<file path="config.mk">
export PLATFORM = sky130hd
export DESIGN_NAME = scr_code_gen
export DESIGN_NICKNAME = d
export VERILOG_FILES = /design/src/rtl/scr_pkg.sv /design/src/rtl/scr_bin_lfsr.sv /design/src/rtl/scr_quat_lfsr.sv /design/src/rtl/scr_chip_ctr.sv /design/src/rtl/scr_code_gen.sv
export SDC_FILE = /design/constraint.sdc
export NUM_CORES = 1
export LEC_CHECK = 0
export ABC_CLOCK_PERIOD_IN_PS = 7300
export BUFFER_PORTS_ARGS = -buffer_cell sky130_fd_sc_hd__buf_2
export CORE_ASPECT_RATIO = 1.25
export CORE_MARGIN = 10
export CORE_UTILIZATION = 49
export DETAILED_ROUTE_END_ITERATION = 16
export PLACE_DENSITY = 0.74
export SYNTH_ARGS = -nofsm -noshare
export SYNTH_HDL_FRONTEND = slang
export SYNTH_SLANG_ARGS = --single-unit
</file>
<file path="constraint.sdc">
create_clock -name clk -period 7.3 [get_ports clk]
set_input_delay 0 -clock clk [delete_from_list [all_inputs] [get_ports clk]]
set_output_delay 0 -clock clk [all_outputs]
set_load 0.01 [all_outputs]
</file>
<file path="src/rtl/scr_pkg.sv">
// Package: shared sizes, feedback taps and seed helpers for the
// quaternary scrambling code generator. Assumes the three index fields
// are each STG bits wide.
package scr_pkg;
    localparam int STG    = 8;
    localparam int IDX_W  = 3 * STG;
    localparam int CHIPS  = 256;
    localparam int CNT_W  = $clog2(CHIPS);

    typedef logic [1:0] quat_t;
    typedef quat_t [STG-1:0] qreg_t;

    // Stages summed into the new stage 7 of each binary register.
    localparam logic [STG-1:0] S_TAPS = 8'b1010_0011;
    localparam logic [STG-1:0] T_TAPS = 8'b1011_0001;

    // Z4 weights of stages 7..0 in the quaternary feedback.
    localparam qreg_t Q_COEF = {2'd0, 2'd0, 2'd3, 2'd0, 2'd1, 2'd3, 2'd2, 2'd3};

    // Spread field r into a quaternary seed that is odd in stage 0.
    function automatic qreg_t seed_quat(input logic [STG-1:0] r);
        qreg_t q;
        for (int k = 0; k < STG; k++) q[k] = {r[k], 1'b0};
        q[0][0] = 1'b1;
        return q;
    endfunction

    // Combine stage-0 values into one chip symbol, modulo 4.
    function automatic quat_t chip_sym(input quat_t a, input logic b, input logic c);
        return a + {b ^ c, 1'b0};
    endfunction
endpackage

</file>
<file path="src/rtl/scr_bin_lfsr.sv">
// Binary Fibonacci shift register. Stage 0 is the output. Each advance
// shifts toward stage 0 and fills stage 7 with the XOR of the tapped
// stages. Assumes load and adv never need to act together (load wins).
module scr_bin_lfsr #(
    parameter int               STG  = 8,
    parameter logic [STG-1:0]   TAPS = '1
) (
    input  logic           clk,
    input  logic           rst_n,
    input  logic           load,
    input  logic [STG-1:0] seed,
    input  logic           adv,
    output logic           out_bit
);
    logic [STG-1:0] st_q;

    // Register state: clear, reseed or step.
    always_ff @(posedge clk) begin
        if (!rst_n)    st_q <= '0;
        else if (load) st_q <= seed;
        else if (adv)  st_q <= {^(st_q & TAPS), st_q[STG-1:1]};
    end

    assign out_bit = st_q[0];
endmodule

</file>
<file path="src/rtl/scr_quat_lfsr.sv">
// Shift register over Z4. Stage 0 is the output. The new stage 7 is the
// weighted sum of all stages modulo 4. After reset it holds the seed for
// field r = 0.
module scr_quat_lfsr
    import scr_pkg::*;
#(
    parameter qreg_t COEF = Q_COEF
) (
    input  logic  clk,
    input  logic  rst_n,
    input  logic  load,
    input  qreg_t seed,
    input  logic  adv,
    output quat_t out_sym
);
    qreg_t st_q;
    quat_t fb;

    // Weighted feedback sum, wrapping naturally in two bits.
    always_comb begin
        fb = '0;
        for (int k = 0; k < STG; k++) fb = fb + quat_t'(COEF[k] * st_q[k]);
    end

    // Register state: reset seed, reseed or step.
    always_ff @(posedge clk) begin
        if (!rst_n)    st_q <= seed_quat('0);
        else if (load) st_q <= seed;
        else if (adv)  st_q <= {fb, st_q[STG-1:1]};
    end

    assign out_sym = st_q[0];
endmodule

</file>
<file path="src/rtl/scr_chip_ctr.sv">
// Chip position counter, 0 .. CHIPS-1, wrapping. Clear wins over step.
module scr_chip_ctr #(
    parameter int CHIPS = 256,
    localparam int CNT_W = $clog2(CHIPS)
) (
    input  logic             clk,
    input  logic             rst_n,
    input  logic             clear,
    input  logic             step,
    output logic [CNT_W-1:0] cnt,
    output logic             at_last
);
    localparam logic [CNT_W-1:0] LAST = CNT_W'(CHIPS - 1);

    // Count chips and wrap after the last one.
    always_ff @(posedge clk) begin
        if (!rst_n)     cnt <= '0;
        else if (clear) cnt <= '0;
        else if (step)  cnt <= at_last ? '0 : cnt + 1'b1;
    end

    assign at_last = (cnt == LAST);
endmodule

</file>
<file path="src/rtl/scr_code_gen.sv">
// Top: quaternary uplink scrambling code generator. Stores the user index
// fields, drives three shift registers, sums their outputs modulo 4,
// repeats chip 0 on the last chip and reseeds on the wrap. Assumes
// chip_en_i is a one-cycle-per-chip qualifier.
module scr_code_gen
    import scr_pkg::*;
(
    input  logic             clk,
    input  logic             rst_n,
    input  logic             load_i,
    input  logic [IDX_W-1:0] user_idx_i,
    input  logic             chip_en_i,
    output logic [1:0]       sym_o,
    output logic             i_neg_o,
    output logic             q_neg_o,
    output logic [CNT_W-1:0] chip_cnt_o,
    output logic             period_start_o
);
    logic [IDX_W-1:0] fld_q;
    logic [IDX_W-1:0] fld_src;
    logic             at_last;
    logic             wrap_go;
    logic             reseed;
    logic             adv;
    quat_t            q_out;
    logic             s_out;
    logic             t_out;
    quat_t            first_sym;
    quat_t            live_sym;

    // Keep the fields of the selected user for every later reseed.
    always_ff @(posedge clk) begin
        if (!rst_n)      fld_q <= '0;
        else if (load_i) fld_q <= user_idx_i;
    end

    assign fld_src = load_i ? user_idx_i : fld_q;
    assign wrap_go = chip_en_i & at_last & ~load_i;
    assign reseed  = load_i | wrap_go;
    assign adv     = chip_en_i & ~at_last & ~load_i;

    scr_quat_lfsr u_q (
        .clk     (clk),
        .rst_n   (rst_n),
        .load    (reseed),
        .seed    (seed_quat(fld_src[STG-1:0])),
        .adv     (adv),
        .out_sym (q_out)
    );

    scr_bin_lfsr #(.STG(STG), .TAPS(S_TAPS)) u_s (
        .clk     (clk),
        .rst_n   (rst_n),
        .load    (reseed),
        .seed    (fld_src[2*STG-1:STG]),
        .adv     (adv),
        .out_bit (s_out)
    );

    scr_bin_lfsr #(.STG(STG), .TAPS(T_TAPS)) u_t (
        .clk     (clk),
        .rst_n   (rst_n),
        .load    (reseed),
        .seed    (fld_src[3*STG-1:2*STG]),
        .adv     (adv),
        .out_bit (t_out)
    );

    scr_chip_ctr #(.CHIPS(CHIPS)) u_ctr (
        .clk     (clk),
        .rst_n   (rst_n),
        .clear   (load_i),
        .step    (chip_en_i),
        .cnt     (chip_cnt_o),
        .at_last (at_last)
    );

    // Chip-0 symbol of the stored user, taken straight from the seed bits.
    assign first_sym = chip_sym(2'd1, fld_q[STG], fld_q[2*STG] ^ fld_q[0]);
    assign live_sym  = chip_sym(q_out, s_out, t_out);

    // Pick the repeated chip on the last position and map it to signs.
    always_comb begin
        sym_o   = at_last ? first_sym : live_sym;
        i_neg_o = sym_o[1] ^ sym_o[0];
        q_neg_o = sym_o[1];
    end

    assign period_start_o = (chip_cnt_o == '0);
endmodule

</file>
Yosys cells after proc, flatten, opt, wreduce, memory -nomap -nowiden
Index checks and enable logic that the tools add are counted.
{ "word_totals": {"latchBits": 0, "romBits": 0, "ramBits": 0, "regBits": 64, "elab_cells": 58, "mem_count": 0, "in_bits": 28} }
{ "classes": {"n_mux": 9, "eq_ne": 1, "multipliers": 3, "bitwise_logic": 12, "reduce_logical": 6, "div_mod_pow": 0, "addsub": 7, "shifts": 0, "n_lt_le_gt_ge": 0} }
{ "op_table": {"columns": ["operator", "n"], "rows": [
  ["$mux W8", 5],
  ["$mux W16", 2],
  ["$mux W24", 1],
  ["$reduce_xor A8 Y1", 2],
  ["$add A2 B2 Y2", 5],
  ["$add A8 B1 Y8 const B", 1],
  ["$eq A8 B8 Y1 const B", 1],
  ["$logic_not A8 Y1", 1],
  ["$mul A1 B2 Y2 const A", 3],
  ["$and A1 B1 Y1", 4],
  ["$reduce_or A2 Y1", 2],
  ["$xor A1 B1 Y1", 4],
  ["$not A1 Y1", 3],
  ["$add A1 B2 Y2 const A", 1],
  ["$mux W2", 1],
  ["$reduce_bool A2 Y1", 1],
  ["$or A1 B1 Y1", 1]
]} }

Depth between registers and ports, before layout
Gate-level depths: netlist of run 1.
{ "depth": {"depth_word": 7, "mapped_depth": 9, "mapped_depth_nobuf": 9} }

Modules after synthesis
From an unflattened synthesis of run 1, not the netlist that was laid out.
{ "unflattened": {"cells_unflattened": 309, "hier_area_um2": 3288.2} }
{ "modules_own_cells": {"columns": ["mod", "cells_each", "area_each_um2", "instances", "seq_area_each_um2"], "rows": [
  ["scr_code_gen", 92, 1161.1, 1, 480.5],
  ["scr_quat_lfsr", 86, 943.4, 1, 320.3],
  ["scr_bin_lfsr", 44, 399.1, 2, 160.2],
  ["scr_chip_ctr", 43, 385.4, 1, 160.2]
]} }

Worst setup path before layout of run 1
Ideal clock, no wire load.
{ "synth_timing": {"kind": "reg-to-reg", "startpoint": "register u_q.st_q[4] (netlist bit)", "endpoint": "register u_q.st_q[15] (netlist bit)", "arrival_time_ns": 2.304, "setup_slack_ns": 4.936, "t_required_ns": 7.240, "stages_incl_launch_ff": 10, "path_buffers": 0, "cell_sequence": "dfxtp_1 > ha_1 > inv_1 > fa_1 > inv_1 > fa_1 > xnor2_1 > xnor3_1 > o221ai_1 > o311a_1"} }
{ "synth_between": {"elab_chain_cells": 6} }
{ "synth_lines": {"columns": ["item", "line", "text"], "rows": [
  ["start, declared", "scr_quat_lfsr.sv:16", "qreg_t st_q;"],
  ["start signal, assigned", "scr_quat_lfsr.sv:27", "if (!rst_n) st_q <= seed_quat('0);"],
  ["start signal, assigned", "scr_quat_lfsr.sv:29", "else if (adv) st_q <= {fb, st_q[STG-1:1]};"],
  ["$mul A1 B2 Y2", "scr_quat_lfsr.sv:22", "for (int k = 0; k < STG; k++) fb = fb + quat_t'(COEF[k] * st_q[k]);"],
  ["$add A2 B2 Y2 (3 in series)", "scr_quat_lfsr.sv:22", null],
  ["$mux W16", "scr_quat_lfsr.sv:29", null],
  ["$mux W16", "scr_quat_lfsr.sv:28", "else if (load) st_q <= seed;"]
]} }
No other way between the ends. The select of a mux whose other input is x is not followed.
A chain may end at the register's enable or synchronous reset.

Final worst setup path of run 1
Ends and elaborated chain as after synthesis.

==> metrics.yaml, run 1 <==
synth_nets: 364
numCtsBuffers: 9
max_freq_ghz: 0.402
reg2reg_from: "u_q.st_q[4]"
synth_xor_area_share_pct: 7.04
period_share_pct: 34.1
hp-start: "chip_en_i"
p_per_area_nw_per_um2: 212
core_region_area_um2: 5860
period_needed_ns: 2.49
cts-root-buf: "clkbuf_8"
path_max_fanout: 3
num_rows: 31
grt_pass1_wl_mm: 11.3
max_slew.worst_pin.slew_ns: 0.680
overflow: 0
layout-drive-gt1-share_pct: 17.0
synth_warnings: 0
initial_core_util_pct: 51.3
avgSynthCellArea_um2: 9.08
crit_required_ns: 7.58
power.total_mw: 0.769
switchingPower_mw: 0.193
die_w_um: 90.0
critPathKind: "reg2reg"
antenna_found_initial: 0
slew_violations: 0
cts_max_path_buffers: 2
fin_area_um2: 3630
relSlewSlack_pct: 54.7
synth-seq-cells: 64
synth_compound_area_share_pct: 13.2
finClkSkew_ns: 0.00941
detail_route.first_pass.iterations: 4
seqPwrFrac_pct: 49.5
pre_cts_slack_ns: 4.82
status: "finished, final reports clean"
pin_count: 41
cts.sink_count: 64
cts_hold_buf: 24
swShare_pct: 25.1
ir_drop_mv: 0.175
finalHoldViolCount: 0
crit_chain: "ha_1, inv_1, fa_1, inv_1, fa_1, xnor2_1, xnor3_1, o221ai_1, o311a_1"
nNetsFinal: 419
setup.worst_path.start: "u_q.st_q[4]"
start_kind: "flop"
via_count: 2432
worstPathArrival_ns: 2.77
drtAntennaViolNets: 0
worst_slack_ns: 4.81
fillers: 516
hold_path.class: "in2reg"
cts.htree.levels: 3
ys_seq_area_share_pct: 42.6
cts_tree: "done"
hpwl_mm: 4.34
yosys_most_used_dff: "dfxtp_1"
cap_violations: 0
io_buffers: 40
synth-edff-count: 0
rsz0062_at_grt: "false"
critPathBufInv: 2
syn_inst: 331
pwr-share-clk_pct: 36.8
synth_area_um2: 3000
crit_path_top_delay_cell: "fa_1"
wirelength_mm: 6.51
async_flop_share_pct: 0
drc: 0
grt_start_max_net_pins: 42
yosys.area_share.simple_pct: 19.1
area_delta_synth_final_pct: 20.7
clock_latency_ns: 0.33
postCtsSetupRepairBufs: 0
cts_resized: 0
dp.cells: 433
vias_per_cell: 5.16
wire_per_inst_um: 13.8
power.leakage_nw: 1.52
drt_iter0_markers: 163
hold_ws_ns: 0.0964
die_height_um: 108
layout.cells.non_filler: 471
synth_cell_types: 48
place_congestion: 0.831
num_antenna_cells: 0
finalSetupTns_ns: 0
clk_pin_slew_ns: 0.07
worst_path_largest_cell_delay_ns: 0.47
placed_area_um2: 3210
synth_top_family_by_area: "simple AND/OR/NAND/NOR gates"
postLayoutCoreUtil_pct: 61.9
synthAdderAreaFrac_pct: 2.58
cp-end-kind: "flop"
reg2reg_slack_ns: 4.81
grt_usage_pct: 13.9
dieArea_um2: 9680
setup_violations: 0
first_global_vias: 2425
critical-path-top-delay-family: "adder cells"
p_comb_share_pct: 13.6
synthMuxAreaShare_pct: 10.4
internal-power_mw: 0.576
-- final cells by class --
cell class / count / area, um^2 / area share [%]
flip-flops and latches: 64 / 1280 / 35.3
inverters: 11 / 41.3 / 1.14
well taps: 82 / 103 / 2.83
multi-input cells: 234 / 1570 / 43.3
clock buffers: 10 / 128 / 3.52
clock inverters: 4 / 47.5 / 1.31
repair buffers: 66 / 455 / 12.6
-- path summary, 6_finish.rpt --
kind                  endpoint  cells past startpoint
hold reg to reg    u_s.st_q[3]                      2
setup / recovery  u_q.st_q[15]                      9
hold / removal    u_ctr.cnt[1]                      3
setup reg to reg  u_q.st_q[15]                      9
-- metal layers --
layer / GRT usage, % / part of all wire, % / vias to the layer above
met4: 6.15 / 1.7 / 0
met2: 22.8 / 47 / 61
met3: 4.54 / 6.0 / 11
met5: 0 / 0 / -
met1: 16.4 / 45 / 1128
li1: - / - / 1232
-- kinds of logic after synthesis --
kind of cell    Yosys count
compound gates           67
xor+xnor                 21
fa+ha+maj                 5
buf+inv                  33
flops                    64
mux                      31
simple gates            110
-- Yosys cell counts (2+ instances only) --
master / instances / share of area, %
nor2b_1: 23 / 4.8
ha_1: 3 / 1.2
nor2_1: 21 / 2.6
buf_2: 6 / 1.0
xnor3_1: 2 / 1.5
o21ai_0: 35 / 5.8
xnor2_1: 12 / 3.5
mux2i_1: 30 / 10
o31ai_1: 2 / 0.50
dfxtp_1: 64 / 43
a21boi_0: 3 / 0.75
nand4_1: 3 / 0.62
inv_1: 10 / 1.2
and2_1: 11 / 2.3
clkbuf_1: 12 / 1.5
nor3_1: 6 / 1.0
nand3_1: 8 / 1.3
xor2_1: 7 / 2.0
o22ai_1: 2 / 0.42
nand2_1: 29 / 3.6
fa_1: 2 / 1.3
a21oi_1: 8 / 1.3
a31oi_1: 7 / 1.5
-- power groups by stage --
stage | combinational [mW] | clock (mW) | sequential, mW
floorplan | 0.0743 | 0 | 0.385
global placement | 0.0929 | 0 | 0.388
detailed placement | 0.0950 | 0 | 0.389
CTS | 0.105 | 0.289 | 0.381
global route | 0.119 | 0.302 | 0.382
finish | 0.105 | 0.283 | 0.381
-- flip-flops by register name, summed over array words and instances, names as in the netlist --
register     flops
fld_q           24
u_ctr.cnt        8
u_q.out_sym      2
u_q.st_q        14
u_t.st_q         8
u_s.st_q         8
-- cells in the final DEF, fill, tap and decap left out, types with 2 or more instances in the layout --
master	count
a21boi_0	3
dfxtp_1	64
a21oi_1	8
buf_2	40
a31oi_1	7
o22ai_1	2
nor2b_1	23
nand4_1	3
xor2_1	7
buf_4	2
nor3_1	6
clkbuf_8	9
dlygate4sd3_1	24
inv_1	10
xnor3_1	2
xnor2_1	12
nand3_1	8
o31ai_1	2
nand2_1	29
ha_1	3
clkinv_2	2
o21ai_0	35
and2_1	11
nor2_1	21
mux2i_1	30
fa_1	2
-- worst reg2reg max path, cell delays in order, from the launching register on --
cell and delay [ns]:
dfxtp_1 0.33, ha_1 0.27, inv_1 0.05, fa_1 0.47
inv_1 0.05, fa_1 0.37, xnor2_1 0.16, xnor3_1 0.40
o221ai_1 0.15, o311a_1 0.18
(Power assumes the default switching activity.)
==> run 2: changes to the inputs <==
--- a/config.mk
+++ b/config.mk
@@ -5,7 +5,7 @@
 export SDC_FILE = /design/constraint.sdc
 export NUM_CORES = 1
 export LEC_CHECK = 0
-export ABC_CLOCK_PERIOD_IN_PS = 7300
+export ABC_CLOCK_PERIOD_IN_PS = 2400
 export BUFFER_PORTS_ARGS = -buffer_cell sky130_fd_sc_hd__buf_2
 export CORE_ASPECT_RATIO = 1.25
 export CORE_MARGIN = 10
==> constraint.sdc (replaced) <==
create_clock -name clk -period 2.4 [get_ports clk]
set_input_delay 0 -clock clk [delete_from_list [all_inputs] [get_ports clk]]
set_output_delay 0 -clock clk [all_outputs]
set_load 0.01 [all_outputs]
==> metrics.yaml, run 2 (synthesis gave the netlist of run 1 again) <==
grt_usage_pct: 14.1  # +0.20 points
vias_per_cell: 5.16  # about the same
worstPathArrival_ns: 2.57  # -0.20 ns
clock_latency_ns: 0.34  # about the same
switchingPower_mw: 0.572  # +200%
ir_drop_mv: 0.352  # +100%
numCtsBuffers: 9  # unchanged
crit_path_top_delay_cell: "fa_1"
cp-end-kind: "flop"
period_share_pct: 95.3  # +61 points
wire_per_inst_um: 13.8  # about the same
cts.sink_count: 64  # unchanged
die_height_um: 108  # unchanged
crit_chain: "ha_1, inv_1, fa_1, inv_1, fa_2, xnor2_1, xnor3_1, o221ai_2, o311a_1"
worst_path_largest_cell_delay_ns: 0.47  # about the same
largestRegisters: "fld_q (24), u_q.st_q (14)"
layout-drive-gt1-share_pct: 18.3  # +1.3 points
layout.cells.non_filler: 476  # +1.1%
grt_start_max_net_pins: 28  # -33%
max_slew.worst_pin.slew_ns: 0.643  # -0.0373 ns
top_register: "fld_q"
cts.htree.levels: 3  # unchanged
worst_slack_ns: 0.113  # -4.70 ns
critPathKind: "reg2reg"
setup_violations: 0  # unchanged
grt_pass1_wl_mm: 11.3  # -0.18%
pin_count: 41  # unchanged
initial_core_util_pct: 51.3  # unchanged
crit_required_ns: 2.68  # -4.90 ns
start_kind: "flop"
internal-power_mw: 1.65  # +190%
die_w_um: 90.0  # unchanged
power.leakage_nw: 1.53  # +1.2%
most-common-layout-cells: "dfxtp_1 (64), buf_2 (40), o21ai_0 (35), mux2i_1 (30), nand2_1 (29)"
wirelength_mm: 6.57  # +1.0%
drt_iter0_markers: 168  # +3.1%
swShare_pct: 25.8  # +0.74 points
hold_path.class: "in2reg"
finClkSkew_ns: 0.00510  # -0.00431 ns
cts-root-buf: "clkbuf_8"
overflow: 0  # unchanged
num_antenna_cells: 0  # unchanged
placed_area_um2: 3260  # +1.4%
cap_violations: 0  # unchanged
drc: 0  # unchanged
cts_tree: "done"
largest_reg_flops: 24  # unchanged
nNetsFinal: 425  # +1.4%
pre_cts_slack_ns: -0.0265  # -4.85 ns
first_global_vias: 2488  # +2.6%
finalSetupTns_ns: 0  # unchanged
core_region_area_um2: 5860  # unchanged
p_comb_share_pct: 14.8  # +1.2 points
place_congestion: 0.770  # -7.3%
finalHoldViolCount: 0  # unchanged
crit_top_cell: "inv_1"
io_buffers: 40  # unchanged
layout_commonest_cell: "dfxtp_1"
hpwl_mm: 4.48  # +3.4%
detail_route.first_pass.iterations: 4  # unchanged
antenna_found_initial: 0  # unchanged
max_freq_ghz: 0.437  # +8.7%
rsz0062_at_grt: "false"
seqPwrFrac_pct: 52.2  # +2.7 points
dp.cells: 439  # +1.4%
period_needed_ns: 2.29  # -0.200 ns
cts_max_path_buffers: 2  # unchanged
num_rows: 31  # unchanged
clk_pin_slew_ns: 0.07  # about the same
slew_violations: 0  # unchanged
via_count: 2458  # +1.1%
pwr-share-clk_pct: 33.1  # -3.7 points
relSlewSlack_pct: 57.2  # +2.5 points
status: "finished, final reports clean"
fin_area_um2: 3650  # +0.55%
drtAntennaViolNets: 0  # unchanged
hold_ws_ns: 0.0847  # -0.0117 ns
p_per_area_nw_per_um2: 608  # +190%
path_max_fanout: 2  # -1
dieArea_um2: 9680  # unchanged
area_delta_synth_final_pct: 21.4
-- run 2: cell count changes in the layout (fill, tap and decap cells not counted), sizes merged --
cell,before,now
buf,42,48
bufinv,1,0
clkbuf,10,11
clkinvlp,1,0
-- run 2: critical path: cells and delay by family, from the launching register on --
kind	cells	cell delay, ns
fa+ha+maj	3	1.07
xor+xnor	2	0.44
compound gates	2	0.31
flops	1	0.32
buf+inv	2	0.09
-- run 2: what timing repair did --
item                                    CTS  global route
buffers inserted                          0             0
endpoints found under the setup margin    1             1
pin swaps                                 1             2
endpoints found under the hold margin    31             0
resized for setup                         0             2
hold buffers                             24             0
-- run 2: cell type report --
cell class / instances / area (um^2)
Sequential cell: 64 / 1280
Clock inverter: 2 / 10.0
Clock buffer: 11 / 131
Timing Repair Buffer: 72 / 500
Tap cell: 82 / 103
Multi-Input combinational cell: 234 / 1580
Inverter: 11 / 41.3
Fill cell: 517 / 2210
-- run 2: final timing paths --
path,from,endpoint,slack [ns],depth (start not counted)
setup / recovery,u_q.st_q[4],u_q.st_q[15],0.11,9
hold / removal,rst_n,fld_q[16],0.08,2
setup reg to reg,u_q.st_q[4],u_q.st_q[15],0.11,9
hold reg to reg,u_t.st_q[6],u_t.st_q[6],0.45,2
-- run 2: per-layer routing --
layer	GRT usage [%]	part of all wire [%]	vias up
li1	-	-	1252
met1	16.5	45	1156
met2	22.9	48	41
met3	4.95	4.9	9
met4	6.61	1.9	0
met5	0	0	-
-- run 2: power by group through the flow --
stage	Combinational [mW]	Clock, mW	Sequential [mW]
final	0.328	0.734	1.16
after global routing	0.368	0.796	1.16
after floorplan	0.226	0	1.17
after CTS	0.325	0.750	1.16
after global placement	0.289	0	1.18
after detailed placement	0.295	0	1.18
-- run 2: stage by stage --
step           utilization, %  total power, mW
2_1_floorplan               -             1.40
3_3_place_gp             55.6             1.47
3_5_place_dp             55.6             1.47
4_1_cts                  62.1             2.23
5_1_grt                  62.3             2.33
6_report                 62.3             2.22
==> run 3: changes to the inputs <==
--- a/config.mk
+++ b/config.mk
@@ -5,10 +5,11 @@
 export SDC_FILE = /design/constraint.sdc
 export NUM_CORES = 1
 export LEC_CHECK = 0
+export ABC_AREA = 1
 export ABC_CLOCK_PERIOD_IN_PS = 2400
 export BUFFER_PORTS_ARGS = -buffer_cell sky130_fd_sc_hd__buf_2
-export CORE_ASPECT_RATIO = 1.25
-export CORE_MARGIN = 10
+export CORE_ASPECT_RATIO = 0.7
+export CORE_MARGIN = 2
 export CORE_UTILIZATION = 49
 export DETAILED_ROUTE_END_ITERATION = 16
 export PLACE_DENSITY = 0.74
==> metrics.yaml, run 3 <==
place_congestion: 0.886  # +15%
rsz0062_at_grt: "false"
status: "finished, final reports clean"
io_buffers: 40  # unchanged
crit_chain: "ha_1, nand2_1, nor2_2, nand2_4, a21oi_1, o21ai_0, nand2_1, xor2_1, buf_2"
antenna_found_initial: 0  # unchanged
setup.worst_path.start: "u_ctr.cnt[0]"
layout-drive-gt1-share_pct: 18.9  # +0.59 points
yosys_most_used_dff: "dfxtp_1"
finClkSkew_ns: 0.00791  # +0.00281 ns
cap_violations: 0  # unchanged
synth_top_family_by_area: "simple AND/OR/NAND/NOR gates"
ys_seq_area_share_pct: 41.6  # -1.1 points
drc: 0  # unchanged
synth_common_cells: "nand2_1 (72), dfxtp_1 (64), inv_1 (47)"
synth_compound_area_share_pct: 16.1  # +2.9 points
clock_latency_ns: 0.34  # about the same
synth-edff-count: 0  # unchanged
fillers: 551  # +6.6%
cts_tree: "done"
yosysTopAreaCell: "dfxtp_1"
nNetsFinal: 484  # +14%
drtAntennaViolNets: 0  # unchanged
yosysTopAreaCellShare_pct: 41.6  # -1.1 points
num_rows: 24  # -23%
power.leakage_nw: 1.70  # +11%
top_register: "fld_q"
synth.area.top_cells: "dfxtp_1 (42%), nand2_1 (8.8%), inv_1 (5.7%), o21ai_0 (5.4%), nor2_1 (5.0%)"
period_needed_ns: 1.96  # -0.331 ns
path_max_fanout: 6  # +4
max_slew.worst_pin.slew_ns: 0.419  # -0.224 ns
cts_max_path_buffers: 2  # unchanged
clk_pin_slew_ns: 0.07  # about the same
largest_reg_flops: 24  # unchanged
numCtsBuffers: 9  # unchanged
initial_core_util_pct: 50.0  # -1.3 points
pre_cts_slack_ns: 0.475  # +0.502 ns
reg2reg_from: "u_q.st_q[10]"
cts.htree.levels: 3  # unchanged
grt_start_max_net_pins: 32  # +14%
synth_warnings: 0  # unchanged
die_height_um: 70.3  # -35%
relSlewSlack_pct: 72.1  # +15 points
synthMuxAreaShare_pct: 4.55  # -5.8 points
via_count: 2648  # +7.7%
crit_top_cell: "nand2_1"
synth_xor_area_share_pct: 3.41  # -3.6 points
finalSetupTns_ns: 0  # unchanged
vias_per_cell: 4.96  # -4.0%
drt_iter0_markers: 149  # -11%
start_kind: "flop"
synthAdderAreaFrac_pct: 2.52  # -0.064 points
wire_per_inst_um: 12.4  # -10%
seq_area_um2: 1280  # unchanged
die_w_um: 98.8  # +9.7%
power.total_mw: 2.40  # +8.3%
wirelength_mm: 6.64  # +0.96%
yosys.area_share.simple_pct: 20.8  # +1.6 points
cp-end-kind: "output pin"
core_region_area_um2: 6160  # +5.1%
crit_required_ns: 2.40  # -0.28 ns
worstPathArrival_ns: 1.96  # -0.61 ns
grt_pass1_wl_mm: 11.1  # -1.8%
worst_path_largest_cell_delay_ns: 0.40  # -0.07 ns
hpwl_mm: 4.59  # +2.3%
largestRegisters: "fld_q (24), u_q.st_q (14)"
pin_count: 41  # unchanged
placed_area_um2: 3280  # +0.77%
dieArea_um2: 6950  # -28%
multiInputGateArea_um2: 1460  # -7.7%
synth-seq-cells: 64  # unchanged
layout_commonest_cell: "nand2_1"
setup_violations: 0  # unchanged
critPathKind: "reg2out"
cts-root-buf: "clkbuf_8"
worst_slack_ns: 0.444  # +0.331 ns
first_global_vias: 2402  # -3.5%
ir_drop_mv: 0.319  # -9.2%
synth_area_um2: 3080  # +2.5%
max_freq_ghz: 0.511  # +17%
most-common-layout-cells: "nand2_1 (72), dfxtp_1 (64), inv_1 (47), nor2_1 (41), buf_2 (40)"
num_antenna_cells: 0  # unchanged
cts.sink_count: 64  # unchanged
synth_cell_types: 37  # -23%
postCtsSetupRepairBufs: 0  # unchanged
avgSynthCellArea_um2: 7.80  # -14%
area_delta_synth_final_pct: 18.5
p_per_area_nw_per_um2: 658  # +8.2%
async_flop_share_pct: 0  # unchanged
detail_route.first_pass.iterations: 4  # unchanged
finalHoldViolCount: 0  # unchanged
crit_path_top_delay_cell: "dfxtp_1"
yosysMostFrequentCell: "nand2_1"
synth_nets: 428  # +18%
hp-start: "user_idx_i[23]"
slew_violations: 0  # unchanged
fin_area_um2: 3650  # +0.14%
grt_usage_pct: 20.1  # +5.9 points
syn_inst: 395  # +19%
period_share_pct: 81.5  # -14 points
hold_path.class: "in2reg"
overflow: 0  # unchanged
-- run 3: power by group --
part,switching [mW],leakage (nW),internal [mW]
Clock,0.394,0.0941,0.476
Combinational,0.213,1.08,0.161
Sequential,0.0348,0.526,1.12
-- run 3: logic make-up after synthesis --
group,after synthesis
XOR/XNOR,12
flip-flops,64
buffers and inverters,71
adder cells (fa/ha/maj),5
AND/OR/NAND/NOR,142
AO/OA/AOI/OAI,87
multiplexers,14
-- run 3: what timing repair did --
item,CTS,global route
gates resized for setup,0,0
endpoints found under the hold margin,19,0
hold buffers,19,0
-- run 3: final cells by class --
type / count / area share (%)
Tap cell: 78 / 2.67
Clock buffer: 12 / 3.70
Clock inverter: 4 / 1.23
Sequential cell: 64 / 35.1
Multi-Input combinational cell: 260 / 39.9
Inverter: 53 / 5.86
Timing Repair Buffer: 63 / 11.5
-- run 3: layer usage --
metal	GRT usage [%]	part of all wire, %	vias up
met3	6.51	5.2	2
met5	0	0	-
met2	29.1	43	73
li1	-	-	1375
met4	5.48	0.50	0
met1	28.6	52	1198
-- run 3: final timing paths --
check | slack, ns | cells past startpoint | to
max | 0.44 | 9 | i_neg_o
min | 0.03 | 5 | fld_q[23]
min reg2reg | 0.46 | 2 | u_q.st_q[8]
max reg2reg | 0.47 | 9 | u_q.st_q[15]
-- run 3: worst max-delay path: cells and delay by family (launching register included) --
family                     cells  cell delay [ns]
DFF                            1             0.40
adders and majority gates      1             0.22
and+or+nand+nor                4             0.49
AOI/OAI and AO/OA              2             0.20
buffers and inverters          1             0.15
xor gates and xnor gates       1             0.16
-- run 3: through the flow --
| stage | instances | utilization (%) | hold slack [ns] |
|---|---|---|---|
| final | 534 | 59.3 | 0.0261 |
| after global routing | 534 | 59.3 | 0.0431 |
| after CTS | 534 | 59.3 | 0.00552 |
| after detailed placement | 499 | 53.3 | 0.265 |
| after global placement | 499 | 53.3 | 0.265 |
| after floorplan | 395 | - | 0.138 |
